===== config.mk =====
export PLATFORM = sky130hd
export DESIGN_NAME = scaled_clk_gen
export DESIGN_NICKNAME = d
export VERILOG_FILES = /design/src/rtl/scl_pkg.sv /design/src/rtl/scl_regs.sv /design/src/rtl/scl_gate.sv /design/src/rtl/scl_div.sv /design/src/rtl/scaled_clk_gen.sv
export SDC_FILE = /design/constraint.sdc
export NUM_CORES = 1
export LEC_CHECK = 0
export ABC_CLOCK_PERIOD_IN_PS = 2260
export BUFFER_PORTS_ARGS = -buffer_cell sky130_fd_sc_hd__buf_2
export CAP_MARGIN = 15
export CORE_MARGIN = 1
export CORE_UTILIZATION = 55
export DETAILED_ROUTE_END_ITERATION = 10
export PLACE_DENSITY = 0.77
export SLEW_MARGIN = 10
export SYNTH_ARGS = -nofsm -noshare
export SYNTH_HDL_FRONTEND = slang
export SYNTH_SLANG_ARGS = --single-unit

===== constraint.sdc =====
create_clock -name clk_i -period 2.26 [get_ports clk_i]
set_input_delay 0.226 -clock clk_i [delete_from_list [all_inputs] [get_ports clk_i]]
set_output_delay 0.226 -clock clk_i [all_outputs]
set_load 0.02 [all_outputs]

===== src/rtl/scl_pkg.sv =====
package scl_pkg;
  typedef enum logic {
    ADDR_SCALE = 1'b0,
    ADDR_CTRL  = 1'b1
  } scl_addr_e;

  localparam int unsigned N_GATE       = 2;
  localparam int unsigned CTRL_DOZE_BIT = 0;
  localparam int unsigned CTRL_DBG_BIT  = 1;
endpackage


===== src/rtl/scl_regs.sv =====
module scl_regs
  import scl_pkg::*;
#(
  parameter int unsigned SCALE_W = 8
) (
  input  logic                 clk_i,
  input  logic                 rst_ni,
  input  logic                 wr_en_i,
  input  logic                 wr_addr_i,
  input  logic [SCALE_W-1:0]   wr_data_i,
  output logic [SCALE_W-1:0]   scale_o,
  output logic [N_GATE-1:0]    gate_en_o,
  output logic                 scale_load_o
);
  logic [SCALE_W-1:0] scale_q;
  logic [N_GATE-1:0]  gate_en_q;
  logic               ctrl_wr;

  assign scale_load_o = wr_en_i && (wr_addr_i == ADDR_SCALE);
  assign ctrl_wr      = wr_en_i && (wr_addr_i == ADDR_CTRL);

  always_ff @(posedge clk_i or negedge rst_ni) begin
    if (!rst_ni) begin
      scale_q <= '0;
    end else if (scale_load_o) begin
      scale_q <= wr_data_i;
    end
  end

  always_ff @(posedge clk_i or negedge rst_ni) begin
    if (!rst_ni) begin
      gate_en_q <= '0;
    end else if (ctrl_wr) begin
      gate_en_q <= wr_data_i[N_GATE-1:0];
    end
  end

  assign scale_o   = scale_q;
  assign gate_en_o = gate_en_q;
endmodule


===== src/rtl/scl_gate.sv =====
module scl_gate #(
  parameter int unsigned N = 2
) (
  input  logic [N-1:0] gate_en_i,
  input  logic [N-1:0] gate_req_i,
  input  logic         tick_i,
  output logic         tick_o,
  output logic         hold_o
);
  logic [N-1:0] stop_vec;

  for (genvar g = 0; g < N; g++) begin : g_src
    assign stop_vec[g] = gate_en_i[g] & gate_req_i[g];
  end

  assign hold_o = |stop_vec;
  assign tick_o = tick_i & ~hold_o;
endmodule


===== src/rtl/scl_div.sv =====
module scl_div #(
  parameter int unsigned W = 8
) (
  input  logic         clk_i,
  input  logic         rst_ni,
  input  logic         tick_i,
  input  logic         load_i,
  input  logic [W-1:0] load_val_i,
  input  logic [W-1:0] scale_i,
  output logic         pulse_o,
  output logic [W-1:0] cnt_o
);
  localparam logic [W-1:0] ONE = W'(1);

  logic [W-1:0] cnt_q;
  logic         half_q;
  logic         pulse_q;
  logic         term;

  assign term = (cnt_q == '0);

  // A load always wins over a tick arriving in the same cycle.
  always_ff @(posedge clk_i or negedge rst_ni) begin
    if (!rst_ni) begin
      cnt_q   <= '1;
      half_q  <= 1'b0;
      pulse_q <= 1'b0;
    end else if (load_i) begin
      cnt_q   <= load_val_i - ONE;
      half_q  <= 1'b0;
      pulse_q <= 1'b0;
    end else if (tick_i) begin
      if (term) begin
        cnt_q  <= scale_i - ONE;  // 0 wraps to all ones: divide by 2^W
        half_q <= ~half_q;
      end else begin
        cnt_q  <= cnt_q - ONE;
      end
      pulse_q <= term & half_q;
    end else begin
      pulse_q <= 1'b0;
    end
  end

  assign pulse_o = pulse_q;
  assign cnt_o   = cnt_q;
endmodule


===== src/rtl/scaled_clk_gen.sv =====
module scaled_clk_gen
  import scl_pkg::*;
#(
  parameter int unsigned SCALE_W = 8
) (
  input  logic               clk_i,
  input  logic               rst_ni,
  input  logic               clka_en_i,
  input  logic               doze_i,
  input  logic               debug_i,
  input  logic               wr_en_i,
  input  logic               wr_addr_i,
  input  logic [SCALE_W-1:0] wr_data_i,
  output logic               clksa_en_o,
  output logic               presc_hold_o
);
  logic [SCALE_W-1:0] scale_q;
  logic [N_GATE-1:0]  gate_en;
  logic [N_GATE-1:0]  gate_req;
  logic               scale_load;
  logic               eff_tick;
  logic [SCALE_W-1:0] cnt_q;

  assign gate_req[CTRL_DOZE_BIT] = doze_i;
  assign gate_req[CTRL_DBG_BIT]  = debug_i;

  scl_regs #(.SCALE_W(SCALE_W)) u_regs (
    .clk_i       (clk_i),
    .rst_ni      (rst_ni),
    .wr_en_i     (wr_en_i),
    .wr_addr_i   (wr_addr_i),
    .wr_data_i   (wr_data_i),
    .scale_o     (scale_q),
    .gate_en_o   (gate_en),
    .scale_load_o(scale_load)
  );

  scl_gate #(.N(N_GATE)) u_gate (
    .gate_en_i (gate_en),
    .gate_req_i(gate_req),
    .tick_i    (clka_en_i),
    .tick_o    (eff_tick),
    .hold_o    (presc_hold_o)
  );

  scl_div #(.W(SCALE_W)) u_div (
    .clk_i     (clk_i),
    .rst_ni    (rst_ni),
    .tick_i    (eff_tick),
    .load_i    (scale_load),
    .load_val_i(wr_data_i),
    .scale_i   (scale_q),
    .pulse_o   (clksa_en_o),
    .cnt_o     (cnt_q)
  );
endmodule


==> metrics.txt <==
# TYPE chip_impl_metric gauge
chip_impl_info{name="synth_common_cells",value="sky130_fd_sc_hd__nand2_1, sky130_fd_sc_hd__nor2_1, sky130_fd_sc_hd__dfrtp_1, sky130_fd_sc_hd__dfstp_2, sky130_fd_sc_hd__xnor2_1"} 1
chip_impl_info{name="hold_path_class",value="in2reg"} 1
chip_impl_info{name="worstHoldEndpoint",value="u_regs.scale_o[7]$_DFFE_PN0P_"} 1
chip_impl_metric{name="crit_required",unit="ps"} 2500
chip_impl_metric{name="cts_setup_buffers",unit=""} 0
chip_impl_metric{name="dp_hpwl",unit="um"} 1749
chip_impl_metric{name="worst_slew_margin_rel",unit="%"} 68.63
chip_impl_metric{name="detailed_router_s_first_iteration_violation_count",unit=""} 15
chip_impl_metric{name="synth-seq-area-share",unit="%"} 44.74
chip_impl_metric{name="max_freq",unit="MHz"} 501.3
chip_impl_info{name="start_kind",value="flip-flop"} 1
chip_impl_info{name="synth.top_cells.by_area",value="sky130_fd_sc_hd__dfrtp_1, sky130_fd_sc_hd__dfstp_2, sky130_fd_sc_hd__nand2_1"} 1
chip_impl_metric{name="grt_first_pass_wirelength",unit="um"} 3829
chip_impl_metric{name="synth_enable_flop_cells",unit=""} 0
chip_impl_info{name="synthDominantAreaCellType",value="sky130_fd_sc_hd__dfrtp_1"} 1
chip_impl_metric{name="number_of_cts_inserted_buffers",unit=""} 3
chip_impl_metric{name="globalRouteOverflowTotal",unit=""} 0
chip_impl_metric{name="pre_cts_slack",unit="ps"} 282.3
chip_impl_metric{name="synth.distinct_cells",unit=""} 32
chip_impl_metric{name="holdPathStages",unit=""} 3
chip_impl_metric{name="timing.reg2reg.worst_path_depth",unit=""} 9
chip_impl_metric{name="track_usage",unit="%"} 24.80
chip_impl_metric{name="area_after_dpl",unit="sq um"} 1240
chip_impl_metric{name="numClockSinks",unit=""} 20
chip_impl_metric{name="multiInputGateArea",unit="sq um"} 581.8
chip_impl_metric{name="synth-warning-count",unit=""} 0
chip_impl_info{name="setup_repair_after_global_routing_missed_its_margin",value="no"} 1
chip_impl_metric{name="drt_wl_total",unit="um"} 2321
chip_impl_metric{name="clock_path_buffers",unit=""} 2
chip_impl_info{name="min_from",value="wr_data_i[7]"} 1
chip_impl_info{name="worst_path_max_delay_cell",value="sky130_fd_sc_hd__nor4_4"} 1
chip_impl_metric{name="clock_insertion_delay_worst_skew",unit="ps"} 300
chip_impl_metric{name="regArea",unit="sq um"} 510.5
chip_impl_metric{name="power.static_leakage",unit="nW"} 0.5763
chip_impl_metric{name="antenna_violations_before_repair",unit=""} 0
chip_impl_metric{name="post_route_cells_drive_above_1_share",unit="%"} 29.37
chip_impl_metric{name="timing.max_cap.violations",unit=""} 0
chip_impl_info{name="leading_cell_type_by_number_of_instances_after_synthesis",value="sky130_fd_sc_hd__nand2_1"} 1
chip_impl_metric{name="final-hold-violation-count",unit=""} 0
chip_impl_metric{name="cp_data_arrival_time",unit="ps"} 2230
chip_impl_info{name="clock_tree.root_cell",value="sky130_fd_sc_hd__clkbuf_4"} 1
chip_impl_metric{name="finalCriticalPeriod",unit="ps"} 1995
chip_impl_metric{name="vias_after_detailed_routing",unit=""} 982
chip_impl_metric{name="syn-mean-instance-area",unit="sq um"} 9.202
chip_impl_info{name="timing.critical_path.cells",value="nor4_4 -> a311oi_2 -> nor2_1 -> inv_1 -> ha_1 -> nand3_1 -> nor3_1 -> xnor2_1 -> o21ai_1"} 1
chip_impl_metric{name="globalplace.congestion",unit=""} 0.8987
chip_impl_metric{name="vias_per_cell",unit=""} 5.776
chip_impl_metric{name="coreArea",unit="sq um"} 1962
chip_impl_metric{name="placementRows",unit=""} 16
chip_impl_metric{name="portBuffers",unit=""} 16
chip_impl_metric{name="final-setup-viol-count",unit=""} 0
chip_impl_info{name="crit_type",value="reg2reg"} 1
chip_impl_metric{name="fp.dieArea",unit="sq um"} 2261
chip_impl_metric{name="layout_setup_ws",unit="ps"} 265.3
chip_impl_metric{name="async_set_reset_flop_share_out_of_synthesis",unit="%"} 100.0
chip_impl_metric{name="fin_worst_skew",unit="ps"} 8.770
chip_impl_metric{name="die_height",unit="um"} 47.55
chip_impl_metric{name="worst_setup_hold_path_clk_slew",unit="ps"} 110
chip_impl_metric{name="layout.cell_area.non_filler",unit="sq um"} 1276
chip_impl_metric{name="vdd.ir_drop.worst",unit="mV"} 0.5163
chip_impl_metric{name="syn-num-nets",unit=""} 140
chip_impl_metric{name="design.portCount",unit=""} 17
chip_impl_metric{name="drt-pass1-iter-count",unit=""} 4
chip_impl_metric{name="timing.critical_path.fanout_max",unit=""} 6
chip_impl_metric{name="layout.nets",unit=""} 160
chip_impl_metric{name="worstPathBufferInverterCount",unit=""} 1
chip_impl_metric{name="reg2reg_setup_slack",unit="ps"} 270
chip_impl_metric{name="die_x",unit="um"} 47.55
chip_impl_metric{name="timing.critical_path.slowest_cell_delay",unit="ps"} 490
chip_impl_info{name="timing.rr.end",value="u_div.cnt_o[6]$_DFFE_PN1P_"} 1
chip_impl_metric{name="number_of_global_route_vias_before_repair",unit=""} 868
chip_impl_info{name="synth_ff_type",value="sky130_fd_sc_hd__dfrtp_1"} 1
chip_impl_info{name="cts_tree",value="built"} 1
chip_impl_metric{name="fin_setup_tns",unit="ps"} 0
chip_impl_metric{name="fillCellCount",unit=""} 182
chip_impl_metric{name="cellPowerDensity",unit="nW/um^2"} 969.1
chip_impl_info{name="endpoint_kind",value="flip-flop"} 1
chip_impl_metric{name="maxSlewViolCount",unit=""} 0
chip_impl_metric{name="synth.ff_latch_count",unit=""} 20
chip_impl_info{name="outcome",value="completed"} 1
chip_impl_metric{name="post-route-period-util",unit="%"} 88.26
chip_impl_metric{name="synth_area",unit="sq um"} 1141
chip_impl_metric{name="area_growth_syn_to_layout",unit="%"} 11.84
chip_impl_metric{name="grt_start_max_net_pins",unit=""} 21
chip_impl_metric{name="synthesis.instances",unit=""} 124
chip_impl_info{name="critPathTopFamily",value="simple AND/OR/NAND/NOR gates"} 1
chip_impl_metric{name="drcViolationCount",unit=""} 0
chip_impl_metric{name="worst_pin_slew",unit="ps"} 467.1
chip_impl_metric{name="route.antenna.remaining_nets",unit=""} 0
chip_impl_info{name="regToRegStartpoint",value="u_div.cnt_o[0]$_DFFE_PN1P_"} 1
chip_impl_metric{name="post_drt_wl_per_cell",unit="um"} 13.65
chip_impl_metric{name="n_antenna_cell",unit=""} 0
chip_impl_metric{name="synth_largest_type_area_fraction",unit="%"} 26.32
chip_impl_metric{name="initial_core_util",unit="%"} 58.16
chip_impl_metric{name="cts_htree_levels",unit=""} 1
-- registers in the layout, indices dropped and copies added, names as in the netlist --
signal	count
u_div.cnt_o	8
u_div.pulse_o	1
u_div.half_q	1
u_regs.scale_o	8
u_regs.gate_en_o	2
-- area by class of cell --
type                    count  area share [%]
clock buffers               4           2.059
inverters                   3          0.8824
multi-input cells          96           45.59
flip-flops and latches     20           40.00
well taps                  27           2.647
repair buffers             20           8.824
-- power by group --
group,switching [mW],internal (mW),total [mW],leakage (nW)
sequential,0.120,0.494,0.615,0.234
combinational,0.245,0.201,0.445,0.327
clock,0.108,0.0689,0.177,0.0150
total,0.473,0.764,1.24,0.576
-- worst max-delay path by stage --
stage | from | endpoint | cells after the start
after floorplan | u_div.cnt_o[0]$_DFFE_PN1P_ | u_div.cnt_o[6]$_DFFE_PN1P_ | 9
after global placement | u_div.cnt_o[0]$_DFFE_PN1P_ | u_div.cnt_o[6]$_DFFE_PN1P_ | 9
after detailed placement | u_div.cnt_o[3]$_DFFE_PN1P_ | u_div.cnt_o[6]$_DFFE_PN1P_ | 9
after CTS | u_div.cnt_o[0]$_DFFE_PN1P_ | u_div.cnt_o[6]$_DFFE_PN1P_ | 9
after global routing | u_div.cnt_o[0]$_DFFE_PN1P_ | u_div.cnt_o[6]$_DFFE_PN1P_ | 9
final | u_div.cnt_o[0]$_DFFE_PN1P_ | u_div.cnt_o[6]$_DFFE_PN1P_ | 9
-- placed cells by master, fill, tap and decap left out --
cell	n
sky130_fd_sc_hd__buf_4	3
sky130_fd_sc_hd__nor2b_4	1
sky130_fd_sc_hd__o211ai_1	1
sky130_fd_sc_hd__nand2_1	36
sky130_fd_sc_hd__a31oi_1	3
sky130_fd_sc_hd__o21ai_0	4
sky130_fd_sc_hd__inv_1	3
sky130_fd_sc_hd__nor4_4	2
sky130_fd_sc_hd__and3_1	1
sky130_fd_sc_hd__nand3_1	1
sky130_fd_sc_hd__xor2_1	1
sky130_fd_sc_hd__buf_2	16
sky130_fd_sc_hd__o22ai_2	1
sky130_fd_sc_hd__clkbuf_1	1
sky130_fd_sc_hd__a311oi_1	1
sky130_fd_sc_hd__nand2b_1	1
sky130_fd_sc_hd__dlygate4sd3_1	1
sky130_fd_sc_hd__clkbuf_4	3
sky130_fd_sc_hd__nor2_1	14
sky130_fd_sc_hd__dfstp_2	8
sky130_fd_sc_hd__a311oi_2	2
sky130_fd_sc_hd__xnor2_1	6
sky130_fd_sc_hd__ha_1	1
sky130_fd_sc_hd__o211ai_2	2
sky130_fd_sc_hd__o2111ai_1	1
sky130_fd_sc_hd__nor4_2	1
sky130_fd_sc_hd__nor3_1	3
sky130_fd_sc_hd__dfrtp_1	12
sky130_fd_sc_hd__mux2_2	3
sky130_fd_sc_hd__nor2b_1	1
sky130_fd_sc_hd__a21oi_1	3
sky130_fd_sc_hd__o21ai_1	5
sky130_fd_sc_hd__a22oi_1	1
-- repair_timing --
action | CTS | global route
hold buffers | 1 | 0
hold endpoints to repair | 12 | 0
resized for setup | 0 | 0
-- cell families after synthesis --
group | synth area share, %
compound gates | 15.68
xor+xnor | 5.373
fa+ha+maj | 1.096
buf+inv | 4.276
flops | 44.74
mux | 2.960
simple gates | 25.88
-- routing by layer --
| layer | global-route usage (%) | share of wire [%] |
|---|---|---|
| met1 | 33.49 | 47 |
| met2 | 39.73 | 49 |
| met3 | 3.396 | 2.9 |
| met4 | 11.11 | 1.2 |
| met5 | 0 | 0 |
-- through the flow --
stage | hold WS [ps] | util (%) | instances | power (mW)
finish | 127.5 | 65.05 | 170 | 1.237
global route | 122.2 | 65.05 | 170 | 1.322
CTS | 127.0 | 65.05 | 170 | 1.238
global placement | 194.9 | 63.20 | 165 | 1.043
detailed placement | 191.9 | 63.20 | 165 | 1.063
floorplan | -69.59 | - | 124 | 0.9403
-- worst register-to-register path, stage by stage, from the launching register on --
cell and delay [ps]:
sky130_fd_sc_hd__dfstp_2 420, sky130_fd_sc_hd__nor4_4 490, sky130_fd_sc_hd__a311oi_2 190, sky130_fd_sc_hd__nor2_1 130, sky130_fd_sc_hd__inv_1 50, sky130_fd_sc_hd__ha_1 210
sky130_fd_sc_hd__nand3_1 120, sky130_fd_sc_hd__nor3_1 80, sky130_fd_sc_hd__xnor2_1 130, sky130_fd_sc_hd__o21ai_1 120
Note: power is estimated with default switching activity, not from simulation.
